<file path="src/rtl/sp_pkg.sv">
// Package: shared encodings for the switch peripheral.
// Assumes the bus offsets are byte offsets within a 4 KB window.
package sp_pkg;

    localparam int OFF_LEN   = 'h000;
    localparam int OFF_PTR   = 'h004;
    localparam int OFF_FLAGS = 'h008;
    localparam int OFF_STATE = 'h00C;
    localparam int OFF_ISTAT = 'h010;
    localparam int OFF_IEN   = 'h014;

    typedef enum logic [2:0] {
        OP_LEN,
        OP_PTR,
        OP_FLAGS,
        OP_STATE_RD,
        OP_STATE_WR,
        OP_ISTAT,
        OP_IEN,
        OP_BAD
    } sp_op_e;

endpackage

</file>
<file path="src/rtl/sp_decode.sv">
// Module: sp_decode
// Turns an offset and a direction into one operation code. Every access not
// listed in the map, including a state write on an input-only build, maps to
// OP_BAD. Assumes the offset is already limited to the block's window.
module sp_decode
    import sp_pkg::*;
#(
    parameter int ADDR_W  = 12,
    parameter bit OUT_CAP = 1'b1
) (
    input  logic [ADDR_W-1:0] addr,
    input  logic              write,
    output sp_op_e            op
);

    // Map offset and direction to an operation.
    always_comb begin
        op = OP_BAD;
        case (addr)
            ADDR_W'(OFF_LEN):   if (!write) op = OP_LEN;
            ADDR_W'(OFF_PTR):   if (write)  op = OP_PTR;
            ADDR_W'(OFF_FLAGS): if (!write) op = OP_FLAGS;
            ADDR_W'(OFF_STATE): op = write ? (OUT_CAP ? OP_STATE_WR : OP_BAD) : OP_STATE_RD;
            ADDR_W'(OFF_ISTAT): if (!write) op = OP_ISTAT;
            ADDR_W'(OFF_IEN):   if (write)  op = OP_IEN;
            default:            op = OP_BAD;
        endcase
    end

endmodule

</file>
<file path="src/rtl/sp_name_copy.sv">
// Module: sp_name_copy
// Writes the constant name, first character first, to consecutive byte
// addresses from a base address. Each byte is held until the memory accepts
// it. Assumes start is only raised while busy is low and NAME_BYTES >= 1.
module sp_name_copy #(
    parameter int                    NAME_BYTES = 6,
    parameter logic [8*NAME_BYTES-1:0] NAME     = "lid_sw",
    parameter int                    MEM_AW     = 32
) (
    input  logic              clk,
    input  logic              rst_n,
    input  logic              start,
    input  logic [MEM_AW-1:0] base,
    output logic              busy,
    output logic              mem_wr_valid,
    output logic [MEM_AW-1:0] mem_wr_addr,
    output logic [7:0]        mem_wr_data,
    input  logic              mem_wr_ready
);

    localparam int IDX_W = (NAME_BYTES > 1) ? $clog2(NAME_BYTES) : 1;

    logic [7:0]        name_rom [NAME_BYTES];
    logic [IDX_W-1:0]  idx_q;
    logic [MEM_AW-1:0] base_q;
    logic              busy_q;

    // Split the name constant into bytes, first character at index 0.
    for (genvar g = 0; g < NAME_BYTES; g++) begin : g_rom
        assign name_rom[g] = NAME[8*(NAME_BYTES-1-g) +: 8];
    end

    // Step through the name one accepted byte at a time.
    always_ff @(posedge clk) begin
        if (!rst_n) begin
            busy_q <= 1'b0;
            idx_q  <= '0;
            base_q <= '0;
        end else if (start && !busy_q) begin
            busy_q <= 1'b1;
            idx_q  <= '0;
            base_q <= base;
        end else if (busy_q && mem_wr_ready) begin
            if (idx_q == IDX_W'(NAME_BYTES-1)) begin
                busy_q <= 1'b0;
            end
            idx_q <= idx_q + 1'b1;
        end
    end

    // Present the current byte and its address.
    always_comb begin
        busy         = busy_q;
        mem_wr_valid = busy_q;
        mem_wr_addr  = base_q + MEM_AW'(idx_q);
        mem_wr_data  = name_rom[idx_q];
    end

endmodule

</file>
<file path="src/rtl/sp_out_req.sv">
// Module: sp_out_req
// Sends one requested state to the switch side with a valid/ready handshake,
// then waits for the resulting state. done is high in the cycle the result
// arrives. Assumes start is only raised while idle is high.
module sp_out_req #(
    parameter int DATA_W = 32
) (
    input  logic              clk,
    input  logic              rst_n,
    input  logic              start,
    input  logic [DATA_W-1:0] start_data,
    output logic              idle,
    output logic              done,
    output logic              out_req_valid,
    output logic [DATA_W-1:0] out_req_data,
    input  logic              out_req_ready,
    input  logic              out_rsp_valid
);

    typedef enum logic [1:0] {S_IDLE, S_REQ, S_RSP} req_st_e;

    req_st_e           st_q;
    logic [DATA_W-1:0] data_q;

    // Move through request, then response wait, then back to idle.
    always_ff @(posedge clk) begin
        if (!rst_n) begin
            st_q   <= S_IDLE;
            data_q <= '0;
        end else begin
            case (st_q)
                S_IDLE: if (start) begin
                    st_q   <= S_REQ;
                    data_q <= start_data;
                end
                S_REQ:   if (out_req_ready) st_q <= S_RSP;
                S_RSP:   if (out_rsp_valid) st_q <= S_IDLE;
                default: st_q <= S_IDLE;
            endcase
        end
    end

    // Drive the handshake outputs from the phase.
    always_comb begin
        idle          = (st_q == S_IDLE);
        done          = (st_q == S_RSP) && out_rsp_valid;
        out_req_valid = (st_q == S_REQ);
        out_req_data  = data_q;
    end

endmodule

</file>
<file path="src/rtl/switch_periph.sv">
// Module: switch_periph (top)
// Register window for one switch: state, pending-change and enable flags,
// level interrupt, an optional output request path and a name copy engine.
// Assumes the bus master holds a request steady until bus_ready.
module switch_periph
    import sp_pkg::*;
#(
    parameter int                      ADDR_W     = 12,
    parameter int                      DATA_W     = 32,
    parameter int                      MEM_AW     = 32,
    parameter bit                      OUT_CAP    = 1'b1,
    parameter int                      NAME_BYTES = 6,
    parameter logic [8*NAME_BYTES-1:0] NAME       = "lid_sw"
) (
    input  logic              clk,
    input  logic              rst_n,
    input  logic              bus_req,
    input  logic              bus_write,
    input  logic [ADDR_W-1:0] bus_addr,
    input  logic [DATA_W-1:0] bus_wdata,
    output logic              bus_ready,
    output logic [DATA_W-1:0] bus_rdata,
    output logic              bus_err,
    output logic              err_flag,
    output logic              irq,
    input  logic              sw_upd_valid,
    input  logic [DATA_W-1:0] sw_upd_state,
    output logic              out_req_valid,
    output logic [DATA_W-1:0] out_req_data,
    input  logic              out_req_ready,
    input  logic              out_rsp_valid,
    input  logic [DATA_W-1:0] out_rsp_state,
    output logic              mem_wr_valid,
    output logic [MEM_AW-1:0] mem_wr_addr,
    output logic [7:0]        mem_wr_data,
    input  logic              mem_wr_ready
);

    sp_op_e            op;
    logic              accept;
    logic              copy_busy;
    logic              copy_start;
    logic              oreq_idle;
    logic              oreq_done;
    logic              oreq_start;
    logic [DATA_W-1:0] state_q, state_n;
    logic              pend_q, pend_n;
    logic              ien_q, ien_n;
    logic              irq_q;
    logic              err_q;

    sp_decode #(.ADDR_W(ADDR_W), .OUT_CAP(OUT_CAP)) u_dec (
        .addr  (bus_addr),
        .write (bus_write),
        .op    (op)
    );

    assign copy_start = accept && (op == OP_PTR);

    sp_name_copy #(.NAME_BYTES(NAME_BYTES), .NAME(NAME), .MEM_AW(MEM_AW)) u_copy (
        .clk          (clk),
        .rst_n        (rst_n),
        .start        (copy_start),
        .base         (MEM_AW'(bus_wdata)),
        .busy         (copy_busy),
        .mem_wr_valid (mem_wr_valid),
        .mem_wr_addr  (mem_wr_addr),
        .mem_wr_data  (mem_wr_data),
        .mem_wr_ready (mem_wr_ready)
    );

    assign oreq_start = bus_req && (op == OP_STATE_WR) && oreq_idle;

    // Output path exists only on the output-capable build.
    if (OUT_CAP) begin : g_out
        sp_out_req #(.DATA_W(DATA_W)) u_oreq (
            .clk           (clk),
            .rst_n         (rst_n),
            .start         (oreq_start),
            .start_data    (bus_wdata),
            .idle          (oreq_idle),
            .done          (oreq_done),
            .out_req_valid (out_req_valid),
            .out_req_data  (out_req_data),
            .out_req_ready (out_req_ready),
            .out_rsp_valid (out_rsp_valid)
        );
    end else begin : g_in
        assign oreq_idle     = 1'b1;
        assign oreq_done     = 1'b0;
        assign out_req_valid = 1'b0;
        assign out_req_data  = '0;
    end

    // Decide when the access completes; copy and output writes may stall.
    always_comb begin
        case (op)
            OP_PTR:      bus_ready = !copy_busy;
            OP_STATE_WR: bus_ready = oreq_done;
            default:     bus_ready = 1'b1;
        endcase
        accept = bus_req && bus_ready;
    end

    // Select read data; invalid and write accesses return 0.
    always_comb begin
        case (op)
            OP_LEN:      bus_rdata = DATA_W'(NAME_BYTES);
            OP_FLAGS:    bus_rdata = DATA_W'(OUT_CAP);
            OP_STATE_RD: bus_rdata = state_q;
            OP_ISTAT:    bus_rdata = DATA_W'(pend_q && ien_q);
            default:     bus_rdata = '0;
        endcase
        bus_err = bus_req && (op == OP_BAD);
    end

    // Next state, pending and enable; a switch-side update has top priority.
    always_comb begin
        state_n = state_q;
        pend_n  = pend_q;
        ien_n   = ien_q;
        if (sw_upd_valid) begin
            state_n = sw_upd_state;
            pend_n  = 1'b1;
        end else if (oreq_done && accept && (out_rsp_state != state_q)) begin
            state_n = out_rsp_state;
            pend_n  = 1'b1;
        end else if (accept && (op == OP_ISTAT) && pend_q && ien_q) begin
            pend_n  = 1'b0;
        end
        if (accept && (op == OP_IEN)) begin
            ien_n = bus_wdata[0];
        end
    end

    // Register the flags, the interrupt level and the sticky error.
    always_ff @(posedge clk) begin
        if (!rst_n) begin
            state_q <= '0;
            pend_q  <= 1'b0;
            ien_q   <= 1'b0;
            irq_q   <= 1'b0;
            err_q   <= 1'b0;
        end else begin
            state_q <= state_n;
            pend_q  <= pend_n;
            ien_q   <= ien_n;
            irq_q   <= pend_n && ien_n;
            if (accept && (op == OP_BAD)) err_q <= 1'b1;
        end
    end

    assign irq      = irq_q;
    assign err_flag = err_q;

endmodule

</file>
<file path="config.mk">
export PLATFORM = sky130hd
export DESIGN_NAME = switch_periph
export DESIGN_NICKNAME = d
export VERILOG_FILES = /design/src/rtl/sp_pkg.sv /design/src/rtl/sp_decode.sv /design/src/rtl/sp_name_copy.sv /design/src/rtl/sp_out_req.sv /design/src/rtl/switch_periph.sv
export SDC_FILE = /design/constraint.sdc
export NUM_CORES = 1
export LEC_CHECK = 0
export CAP_MARGIN = 20
export CORE_MARGIN = 2
export CORE_UTILIZATION = 41
export DETAILED_ROUTE_END_ITERATION = 10
export GPL_ROUTABILITY_DRIVEN = 0
export PLACE_DENSITY = 0.8
export SYNTH_ARGS = -nofsm -noshare
export SYNTH_HDL_FRONTEND = slang
export SYNTH_HIERARCHICAL = 1
export SYNTH_SLANG_ARGS = --single-unit
</file>
<file path="constraint.sdc">
create_clock -name clk -period 3.1 [get_ports clk]
set_clock_uncertainty 0.15 [all_clocks]
set_input_delay 0.62 -clock clk [delete_from_list [all_inputs] [get_ports clk]]
set_output_delay 0.62 -clock clk [all_outputs]
set_load 0.02 [all_outputs]
</file>
==> results.sh <==
export IMPL_grt_usage=0.248
export IMPL_place_ws_ps=-1010
export IMPL_layout_commonest_cell="clkdlybuf4s50_1"
export IMPL_hold_buffers=0
export IMPL_antenna_found_initial=0
export IMPL_fillCellCount=1234
export IMPL_hp_start="g_out.u_oreq/out_req_data[6]$_SDFFE_PN0P_"
export IMPL_p_per_area_nw_per_um2=304
export IMPL_final_cell_mix="clkdlybuf4s50_1 (148), nand2_1 (142), dfxtp_1 (106)"
export IMPL_clkLatencyLatePin_ps=350
export IMPL_final_max_slew_viol_count=0
export IMPL_instances_no_fill=1178
export IMPL_holdPathStages=2
export IMPL_overflow=0
export IMPL_die_x_um=128
export IMPL_seq_area_frac_synth=0.336
export IMPL_timing_rr_end="state_q[21]$_SDFFE_PN0P_"
export IMPL_htree_levels=3
export IMPL_critical_path_class="in2out"
export IMPL_grt_max_degree=67
export IMPL_antenna_cells=0
export IMPL_fin_ws_ps=-35.1
export IMPL_setup_viol=19
export IMPL_syn_inst=740
export IMPL_rsz0062_at_grt="true"
export IMPL_drive_gt1_frac=0.257
export IMPL_register_area_um2=2120
export IMPL_crit_path_start_kind="primary input"
export IMPL_synth_edf_count=0
export IMPL_cp_data_required_time_ps=2330
export IMPL_num_io_pins=226
export IMPL_cts_tree="built"
export IMPL_dieArea_um2=16400
export IMPL_worstHoldEndpoint="g_out.u_oreq/out_req_data[6]$_SDFFE_PN0P_"
export IMPL_leakage_uw=0.00362
export IMPL_drtAntennaViolNets=0
export IMPL_synth_area_um2=6310
export IMPL_cts_sinks=106
export IMPL_dr_total_vias=6358
export IMPL_violations="setup timing"
export IMPL_ir_drop_v=0.000268
export IMPL_final_hold_viol_count=0
export IMPL_tightest_slew_ps=925
export IMPL_rows=45
export IMPL_wirelength_mm=20.8
export IMPL_min_period_ps=3140
export IMPL_synth_async_reset_ratio=0
export IMPL_synth_nets=865
export IMPL_power_total_uw=2920
export IMPL_end_kind="output port"
export IMPL_crit_fanout=7
export IMPL_cts_buffer_depth=2
export IMPL_drt_initial_drc_count=488
export IMPL_initial_utilization=0.417
export IMPL_synthFlopType="dfxtp_1"
export IMPL_cts_root_buf="clkbuf_16"
export IMPL_status="complete, but fails checks"
export IMPL_yosysWarnings=6
export IMPL_grt_pass1_vias=6162
export IMPL_wl_per_cell_um=17.6
export IMPL_fin_worst_hold_slack_ps=306
export IMPL_core_area_um2=15100
export IMPL_die_h_um=128
export IMPL_multi_input_area_um2=4130
export IMPL_nNetsFinal=1110
export IMPL_ff2ff_setup_slack_ps=630
export IMPL_relSlewSlack=0.383
export IMPL_r2r_start="state_q[29]$_SDFFE_PN0P_"
export IMPL_dp_cells=1153
export IMPL_fmax_mhz=319
export IMPL_dp_hpwl_mm=14.3
export IMPL_worst_endpoint_arrival_ps=2370
export IMPL_firstDrtPassIters=4
export IMPL_vias_per_cell=5.40
export IMPL_drv_cap=0
export IMPL_ys_types=51
export IMPL_areaGrowthSynthToFinish_pct=52.4
export IMPL_ys_ff_latch=106
export IMPL_syn_avg_cell_area_um2=8.53
export IMPL_numCtsBuffers=9
export IMPL_grt_pass1_wl_mm=32.0
export IMPL_worst_hold_path_type="reg2reg"
export IMPL_port_buffers=223
export IMPL_period_share=1.01
export IMPL_reg2reg_depth=7
export IMPL_drc=0
export IMPL_clk_pin_slew_ps=70
## metal layers
metal	up-vias	wire length [um]	GRT usage
li1	3068	-	-
met1	2969	8630	0.305
met2	251	9870	0.406
met3	70	1370	0.0543
met4	0	908	0.128
met5	-	0	0
## cells by family after synthesis
family / Yosys count / synth area share
AND/OR/NAND/NOR: 301 / 0.240
adder cells (fa/ha/maj): 9 / 0.0190
flip-flops: 106 / 0.336
multiplexers: 34 / 0.0539
AO/OA/AOI/OAI: 155 / 0.197
buffers and inverters: 69 / 0.0638
XOR/XNOR: 64 / 0.0888
other: 2 / 0.00119
## where the power goes
part,switching (uW),internal (uW)
combinational,176,217
sequential,35.3,1390
clock,534,571
total,745,2180
## synthesized netlist by cell type (5+ instances only)
cell type  count  share of area
a2111oi_0     32          0.044
nand2_1      145          0.086
buf_4         12          0.014
a21boi_0      34          0.040
and2_1        31          0.031
nand3_1       13          0.010
nor3_1         8         0.0063
dfxtp_1      106           0.34
inv_1         11         0.0065
clkbuf_1      33          0.020
nor2b_1        8         0.0079
o21ai_0       37          0.029
buf_6          6          0.011
nand4_1       21          0.021
xnor2_1       48          0.067
mux2i_1       34          0.054
ha_1           8          0.016
nor4_4         5          0.017
nor2_1        45          0.027
xor2_1        16          0.022
a211oi_2      30          0.059
a21oi_1       11         0.0087
## area by class of cell
cell class              count  area share
well taps                 188      0.0245
clock buffers              11      0.0252
inverters                  11     0.00455
multi-input cells         565       0.429
repair buffers            292       0.292
flip-flops and latches    106       0.221
clock inverters             5     0.00390
## worst max-delay path, stage by stage
cell and delay [ps]:
buf_6 90, or4_4 530, nor4_4 150, buf_6 170
nand3_4 110, nor2_4 160, buf_6 160, buf_16 120
and2_4 140, buf_6 110
## worst max-delay path by stage
stage	from	to	cells after the start
finish	bus_addr[8]	bus_rdata[13]	10
global route	bus_addr[8]	state_q[12]$_SDFFE_PN0P_	12
CTS	bus_addr[8]	bus_rdata[22]	11
detailed placement	bus_addr[7]	bus_rdata[2]	7
global placement	bus_addr[7]	bus_ready	7
floorplan	bus_addr[7]	state_q[10]$_SDFFE_PN0P_	10
## through the flow
step / utilization / setup TNS, ps / instance area, um^2
floorplan: - / -487 / 6370
global route: 0.635 / -2620 / 9620
finish: 0.635 / -493 / 9620
global placement: 0.595 / -86610 / 9010
CTS: 0.630 / -436 / 9540
detailed placement: 0.595 / -97010 / 9010
## timing repair
action                                  CTS  global route
resized for setup                       304            84
hold endpoints to repair                  0             0
setup buffers                             9             1
gates cloned                              3             0
endpoints found under the setup margin  162            85
pin swaps                                 9             3
## registers in the layout, summed over array words and instances (netlist names)
register,cells
pend_q,1
u_copy/base_q,32
ien_q,1
state_q,32
irq,1
err_flag,1
u_copy/idx_q,3
g_out.u_oreq/st_q,2
u_copy/busy,1
g_out.u_oreq/out_req_data,32
No activity file was read; power rests on OpenSTA's default activity.
